`config.mk`:
```
export PLATFORM = sky130hd
export DESIGN_NAME = tone_gen22
export DESIGN_NICKNAME = d
export VERILOG_FILES = /design/src/rtl/tone_pkg.sv /design/src/rtl/tone_sync.sv /design/src/rtl/tone_halfcnt.sv /design/src/rtl/tone_gen22.sv
export SDC_FILE = /design/constraint.sdc
export NUM_CORES = 1
export LEC_CHECK = 0
export BUFFER_PORTS_ARGS = -buffer_cell sky130_fd_sc_hd__buf_2
export CORE_MARGIN = 2
export CORE_UTILIZATION = 57
export DETAILED_ROUTE_END_ITERATION = 12
export GPL_ROUTABILITY_DRIVEN = 0
export PLACE_DENSITY = 0.77
export SYNTH_ARGS = -nofsm -noshare
export SYNTH_HDL_FRONTEND = slang
export SYNTH_SLANG_ARGS = --single-unit
export TNS_END_PERCENT = 100
```
`constraint.sdc`:
```
create_clock -name clk -period 2.89 [get_ports clk]
set_input_delay 0.578 -clock clk [delete_from_list [all_inputs] [get_ports clk]]
set_output_delay 0.578 -clock clk [all_outputs]
set_load 0.05 [all_outputs]
```
`src/rtl/tone_pkg.sv`:
```
package tone_pkg;
    typedef enum logic [1:0] {
        ST_IDLE = 2'd0,
        ST_ARM  = 2'd1,
        ST_RUN  = 2'd2,
        ST_TAIL = 2'd3
    } tone_state_t;

    localparam int unsigned TAIL_HALVES = 2;
endpackage

```
`src/rtl/tone_sync.sv`:
```
module tone_sync #(
    parameter int unsigned STAGES = 2
) (
    input  logic clk,
    input  logic rst_n,
    input  logic async_in,
    output logic sync_out
);
    logic [STAGES-1:0] chain_q;

    generate
        if (STAGES == 1) begin : g_one
            always_ff @(posedge clk or negedge rst_n) begin
                if (!rst_n) chain_q <= '0;
                else        chain_q <= async_in;
            end
        end else begin : g_many
            always_ff @(posedge clk or negedge rst_n) begin
                if (!rst_n) chain_q <= '0;
                else        chain_q <= {chain_q[STAGES-2:0], async_in};
            end
        end
    endgenerate

    assign sync_out = chain_q[STAGES-1];
endmodule

```
`src/rtl/tone_halfcnt.sv`:
```
module tone_halfcnt #(
    parameter int unsigned HALF_CYC = 1136
) (
    input  logic clk,
    input  logic rst_n,
    input  logic clr,
    input  logic run,
    output logic tick
);
    localparam int unsigned CW = (HALF_CYC > 1) ? $clog2(HALF_CYC) : 1;
    localparam logic [CW-1:0] LAST = CW'(HALF_CYC - 1);

    logic [CW-1:0] cnt_q;

    assign tick = run && (cnt_q == LAST);

    always_ff @(posedge clk or negedge rst_n) begin
        if (!rst_n)     cnt_q <= '0;
        else if (clr)   cnt_q <= '0;
        else if (run)   cnt_q <= tick ? '0 : cnt_q + 1'b1;
    end
endmodule

```
`src/rtl/tone_gen22.sv`:
```
module tone_gen22 #(
    parameter int unsigned CLK_HZ      = 50_000_000,
    parameter int unsigned TONE_HZ     = 22_000,
    parameter int unsigned SYNC_STAGES = 2
) (
    input  logic clk,
    input  logic rst_n,
    input  logic main_en,
    input  logic ttx_reg,
    input  logic ttx_pin,
    input  logic cont_en,
    input  logic env_in,
    output logic tone_out,
    output logic pd_ctl
);
    import tone_pkg::*;

    localparam int unsigned HALF_CYC = CLK_HZ / (2 * TONE_HZ);
    localparam int unsigned HW       = $clog2(TAIL_HALVES + 1);

    tone_state_t   state_q, state_nx;
    logic          phase_q, phase_nx;
    logic [HW-1:0] halves_q, halves_nx;
    logic          restart;
    logic          env_s;
    logic          tick;
    logic          path_on;
    logic          key_on;

    tone_sync #(.STAGES(SYNC_STAGES)) u_sync (
        .clk      (clk),
        .rst_n    (rst_n),
        .async_in (env_in),
        .sync_out (env_s)
    );

    tone_halfcnt #(.HALF_CYC(HALF_CYC)) u_half (
        .clk   (clk),
        .rst_n (rst_n),
        .clr   ((state_q == ST_IDLE) || restart),
        .run   (state_q != ST_IDLE),
        .tick  (tick)
    );

    assign path_on = main_en && (ttx_reg || ttx_pin);
    assign key_on  = cont_en || env_s;

    // next-state and datapath decisions
    always_comb begin
        state_nx  = state_q;
        phase_nx  = phase_q;
        halves_nx = halves_q;
        restart   = 1'b0;
        unique case (state_q)
            ST_IDLE: begin
                phase_nx = 1'b0;
                if (path_on && cont_en) begin
                    state_nx = ST_RUN;
                    phase_nx = 1'b1;
                    restart  = 1'b1;
                end else if (path_on && env_s) begin
                    state_nx = ST_ARM;
                end
            end
            ST_ARM: begin
                if (!path_on) begin
                    state_nx = ST_IDLE;
                end else if (cont_en) begin
                    state_nx = ST_RUN;
                    phase_nx = 1'b1;
                    restart  = 1'b1;
                end else if (!env_s) begin
                    state_nx = ST_IDLE;
                end else if (tick) begin
                    state_nx = ST_RUN;
                    phase_nx = 1'b1;
                end
            end
            ST_RUN: begin
                if (!path_on) begin
                    state_nx = ST_IDLE;
                    phase_nx = 1'b0;
                end else begin
                    if (tick) phase_nx = ~phase_q;
                    if (!key_on) begin
                        state_nx  = ST_TAIL;
                        halves_nx = HW'(TAIL_HALVES);
                    end
                end
            end
            ST_TAIL: begin
                if (!path_on) begin
                    state_nx = ST_IDLE;
                    phase_nx = 1'b0;
                end else if (key_on) begin
                    state_nx = ST_RUN;
                    if (tick) phase_nx = ~phase_q;
                end else if (tick) begin
                    if (halves_q == HW'(1)) begin
                        state_nx = ST_IDLE;
                        phase_nx = 1'b0;
                    end else begin
                        halves_nx = halves_q - 1'b1;
                        phase_nx  = ~phase_q;
                    end
                end
            end
            default: state_nx = ST_IDLE;
        endcase
    end

    // state register
    always_ff @(posedge clk or negedge rst_n) begin
        if (!rst_n) state_q <= ST_IDLE;
        else        state_q <= state_nx;
    end

    // carrier phase and tail bookkeeping registers
    always_ff @(posedge clk or negedge rst_n) begin
        if (!rst_n) begin
            phase_q  <= 1'b0;
            halves_q <= '0;
        end else begin
            phase_q  <= phase_nx;
            halves_q <= halves_nx;
        end
    end

    // outputs
    always_comb begin
        pd_ctl   = 1'b0;
        tone_out = 1'b0;
        unique case (state_q)
            ST_RUN, ST_TAIL: begin
                pd_ctl   = 1'b1;
                tone_out = phase_q;
            end
            default: begin
                pd_ctl   = 1'b0;
                tone_out = 1'b0;
            end
        endcase
    end
endmodule

```
# --- Yosys cells after proc, flatten, opt, wreduce, memory -nomap -nowiden ---
# Index checks and enable logic that the tools add are counted.
totals:
  register_bits: 18
  word_cells: 82
classes:
  addsub: 2
  eq_ne: 19
  mux: 40
  n_bitwise: 1
  n_reduce_logical: 15
op_table:
  columns: ["op", "count"]
  rows:
  - ["2-bit two-way mux", 18]
  - ["11-bit two-way mux", 3]
  - ["1-bit two-way mux", 15]
  - ["2-bit inequality test, second input constant", 6]
  - ["11-bit by 1-bit adder with 11-bit output, second input constant", 1]
  - ["11-bit == test, second input constant", 1]
  - ["2-bit case mux with 4 select lines", 1]
  - ["7-bit AND reduction", 1]
  - ["3-bit by 2-bit inequality test with 1-bit output, second input constant", 2]
  - ["2-bit nonzero test", 3]
  - ["5-bit by 4-bit inequality test with 1-bit output, second input constant", 1]
  - ["5-bit AND reduction", 1]
  - ["2-bit by 1-bit == test with 1-bit output, second input constant", 2]
  - ["2-bit == test, second input constant", 2]
  - ["1-bit logical AND", 4]
  - ["4-bit by 3-bit inequality test with 1-bit output, second input constant", 1]
  - ["4-bit inequality test, second input constant", 1]
  - ["1-bit case mux with 4 select lines", 1]
  - ["2-bit case mux with 2 select lines", 1]
  - ["4-bit AND reduction", 1]
  - ["1-bit logical OR", 3]
  - ["3-bit by 1-bit inequality test with 1-bit output, second input constant", 1]
  - ["3-bit inequality test, second input constant", 1]
  - ["2-bit zero test", 1]
  - ["other kinds (5)", 5]

# --- Logic depth before layout (Yosys ltp) ---
depth:
  word_depth: 7
  depth_mapped: 6

# --- By module ---
# From an unflattened synthesis, not the netlist that was laid out.
unflattened:
  cells_unflattened: 111
  hier_area_um2: 1043.5
modules_own_cells:
  columns: ["module", "n_inst", "cells_per_inst", "area_each_um2", "seq_area_each_um2"]
  rows:
  - ["tone_halfcnt", 1, 62, 600.6, 275.3]
  - ["tone_gen22", 1, 47, 392.9, 125.1]
  - ["tone_sync", 1, 2, 50.0, 50.0]

# --- Worst setup path before layout ---
# Ideal clock, no wire load.
synth_path:
  path_kind: "reg2reg"
  start: "register u_half.cnt_q[7]"
  end: "register state_q[1]"
  setup_ps: 143
  t_arrival_ps: 1630
  setup_slack_ps: 1117
  path_stages_with_launch: 5
  synth_period_minus_slack_ps: 1773
  cell_sequence: "dfrtp_1 > or3_4 > or4_4 > nor4b_2 > o221ai_1"
synth_between:
  elab_chain_cells: 4
  word_cells_on_any_way: 5
  cone_classes: "3 x eq/ne; 2 x reduce/logical"
synth_rtl:
  columns: ["element", "line_no", "text"]
  rows:
  - ["start, declared", "tone_halfcnt.sv:13", "logic [CW-1:0] cnt_q;"]
  - ["start signal, assigned", "tone_halfcnt.sv:20", "else if (run) cnt_q <= tick ? '0 : cnt_q + 1'b1;"]
  - ["11-bit == test *", "tone_halfcnt.sv:15", "assign tick = run && (cnt_q == LAST);"]
  - ["1-bit logical AND *", "tone_halfcnt.sv:15", null]
  - ["5-bit by 4-bit inequality test with 1-bit output (no line) or 4-bit by 3-bit inequality test with 1-bit output (tied branches)", null, null]
  - ["5-bit AND reduction (no line) *", null, null]
  - ["end signal, assigned", "tone_gen22.sv:115", "else state_q <= state_nx;"]
  - ["end, declared", "tone_gen22.sv:21", "tone_state_t state_q, state_nx;"]
# Mark *: on every way between the ends. The rest lies on a longest branch, timed or not.
# A chain may end at the register's enable or synchronous reset.

# --- Worst setup path after layout ---
# Same ends and word-level chain as after synthesis.

==> results.sh <==
export IMPL_path_max_fanout=4
export IMPL_p_total_mw=0.519
export IMPL_grt_pass1_vias=694
export IMPL_antenna_found_initial=0
export IMPL_via_per_inst=6.17
export IMPL_area_delta_synth_final_pct=8.26
export IMPL_post_cts_repair_setup_buffers=0
export IMPL_stdcell_count=117
export IMPL_ctsHoldBuffers=0
export IMPL_antenna_cells=0
export IMPL_dr_pass1_iters=4
export IMPL_rsz0062_at_grt="false"
export IMPL_final_util_pct=66.7
export IMPL_critical_path_class="reg2reg"
export IMPL_drive_gt1_share_pct=17.8
export IMPL_ys_top_cells_by_area="dfrtp_1 48%, xor2_1 6.5%, nor2_1 4.4%"
export IMPL_cts_buffer_depth=2
export IMPL_overflow=0
export IMPL_min_path_type="in2async"
export IMPL_setup_tns_final_ps=0
export IMPL_die_h_um=44.6
export IMPL_cts_htree_levels=1
export IMPL_p_leak_nw=0.434
export IMPL_syn_avg_cell_area_sq_um=10.0
export IMPL_yosysWarningCount=0
export IMPL_finalSetupViolations=0
export IMPL_chipWidth_um=44.6
export IMPL_clock_skew_ps=0.997
export IMPL_relSlewSlack_pct=59.0
export IMPL_syn_instance_count=94
export IMPL_setup_ws_ps=973
export IMPL_fin_area_sq_mm=0.00102
export IMPL_ys_ff_latch=18
export IMPL_endpoint_kind="flop"
export IMPL_cts_clk_slew_worst_paths_ps=100
export IMPL_fin_hold_ws_ps=194
export IMPL_cap_violations=0
export IMPL_die_area_sq_mm=0.00199
export IMPL_grt_pass1_wl_mm=2.89
export IMPL_vias=722
export IMPL_row_count=14
export IMPL_io_buffers=8
export IMPL_syn_nets=103
export IMPL_dp_hpwl_mm=1.28
export IMPL_required_ps=3040
export IMPL_grt_max_degree=19
export IMPL_grt_use_total_pct=20.0
export IMPL_vdd_ir_drop_max_uv=348
export IMPL_drc_errors=0
export IMPL_hold_viol=0
export IMPL_slew_viol_final=0
export IMPL_crit_slowest_cell="or4_4"
export IMPL_netlist_cell_type_count=29
export IMPL_power_density_mw_per_mm2=511
export IMPL_clk_latency_ps=290
export IMPL_final_cell_mix="18 x dfrtp_1, 11 x nor2_1, 8 x buf_2, 7 x nand3_1, 7 x xor2_1"
export IMPL_synth_area_sq_um=940
export IMPL_post_cts_resized=0
export IMPL_ys_seq_area_share_pct=47.9
export IMPL_cp_cell_sequence="or3_4 -> or4_4 -> nor4b_2 -> o221ai_1"
export IMPL_start_util_pct=61.7
export IMPL_clock_sinks=18
export IMPL_core_sq_mm=0.00152
export IMPL_fmax_mhz=522
export IMPL_critical_path_arrival_ps=2070
export IMPL_startpoint_type="flop"
export IMPL_drt_iter0_drc=15
export IMPL_nNetsFinal=111
export IMPL_antenna_left=0
export IMPL_tightest_slew_ps=609
export IMPL_synth_top_area_share_pct=47.9
export IMPL_placed_cell_area_sq_um=981
export IMPL_numCtsBuffers=3
export IMPL_wirelength_mm=1.74
export IMPL_cts_tree="built"
export IMPL_wl_per_cell_um=14.9
export IMPL_root_buffer="clkbuf_4"
export IMPL_fin_crit_sh_pct=66.3
export IMPL_finalCriticalPeriod_ps=1920
export IMPL_max_stage_delay_ps=510
export IMPL_pre_cts_ws_ps=1000
export IMPL_pin_count=9
export IMPL_status="finished clean"
export IMPL_mostFrequentLayoutCell="dfrtp_1"
export IMPL_dp_cells=113
export IMPL_yosysTopAreaCell="dfrtp_1"
[cell families (layout without fill, tap and decap cells)]
logic type               after synthesis  in the layout  synth area share [%]
adder cells (fa/ha/maj)                2              2                  2.66
flip-flops                            18             18                  47.9
AND/OR/NAND/NOR                       41             41                  26.2
buffers and inverters                  9             16                  3.59
AO/OA/AOI/OAI                         15             15                  11.2
XOR/XNOR                               9              9                  8.39
[power by group]
group	switching, mW	internal (mW)
clock	0.0763	0.0767
sequential	0.0189	0.270
combinational	0.0430	0.0344
[state kept, by name, summed over array words and instances, names as in the netlist]
signal / count
state_q: 2
u_half.cnt_q: 11
halves_q: 2
phase_q: 1
u_sync.chain_q: 2
[cell usage after synthesis (all sizes together)]
cell	instances
a32oi	1
nor4	1
dfrtp	18
ha	2
o221ai	2
o221a	1
xnor2	2
nand3	7
and3	2
nor2	11
nand2	2
or2	1
and2	2
or3	2
clkbuf	5
a21oi	1
nand4	2
o211ai	4
nor4b	1
and4	2
xor2	7
o21ai	5
or4	1
nor3	3
inv	4
nand4b	4
o21a	1
[routing by layer]
layer / GRT usage, % / up-vias / share of wire [%]
met4: 12.1 / 0 / 0
met3: 2.45 / 0 / 4.4
met5: 0 / - / 0
met1: 26.4 / 344 / 45
met2: 31.3 / 18 / 51
li1: - / 360 / -
[final timing paths]
kind                       cells after the start  slack, ps                     endpoint                        start
max                                            4        970       state_q[1]$_DFFE_PN0P_  u_half.cnt_q[7]$_DFFE_PN0P_
min                                            1        190       state_q[1]$_DFFE_PN0P_                        rst_n
max reg2reg                                    4        970       state_q[1]$_DFFE_PN0P_  u_half.cnt_q[7]$_DFFE_PN0P_
min reg2reg                                    0        360  u_sync.chain_q[1]$_DFF_PN0_  u_sync.chain_q[0]$_DFF_PN0_
max in group asynchronous                      1       2420  u_half.cnt_q[8]$_DFFE_PN0P_                        rst_n
min in group clk                               0        360  u_sync.chain_q[1]$_DFF_PN0_  u_sync.chain_q[0]$_DFF_PN0_
[worst max-delay path, delay by kind of cell (launching register included)]
kind	cells	cell delay, ps
compound gates	1	150
flops	1	430
simple gates	3	1200
[layout make-up]
| class | instances | area [sq um] |
|---|---|---|
| Tap cell | 16 | 20.0 |
| Fill cell | 123 | 507 |
| Clock buffer | 4 | 36.3 |
| Sequential cell | 18 | 450 |
| Timing Repair Buffer | 8 | 40.0 |
| Inverter | 4 | 15.0 |
| Multi-Input combinational cell | 67 | 455 |
No activity file was read; power rests on OpenSTA's default activity.
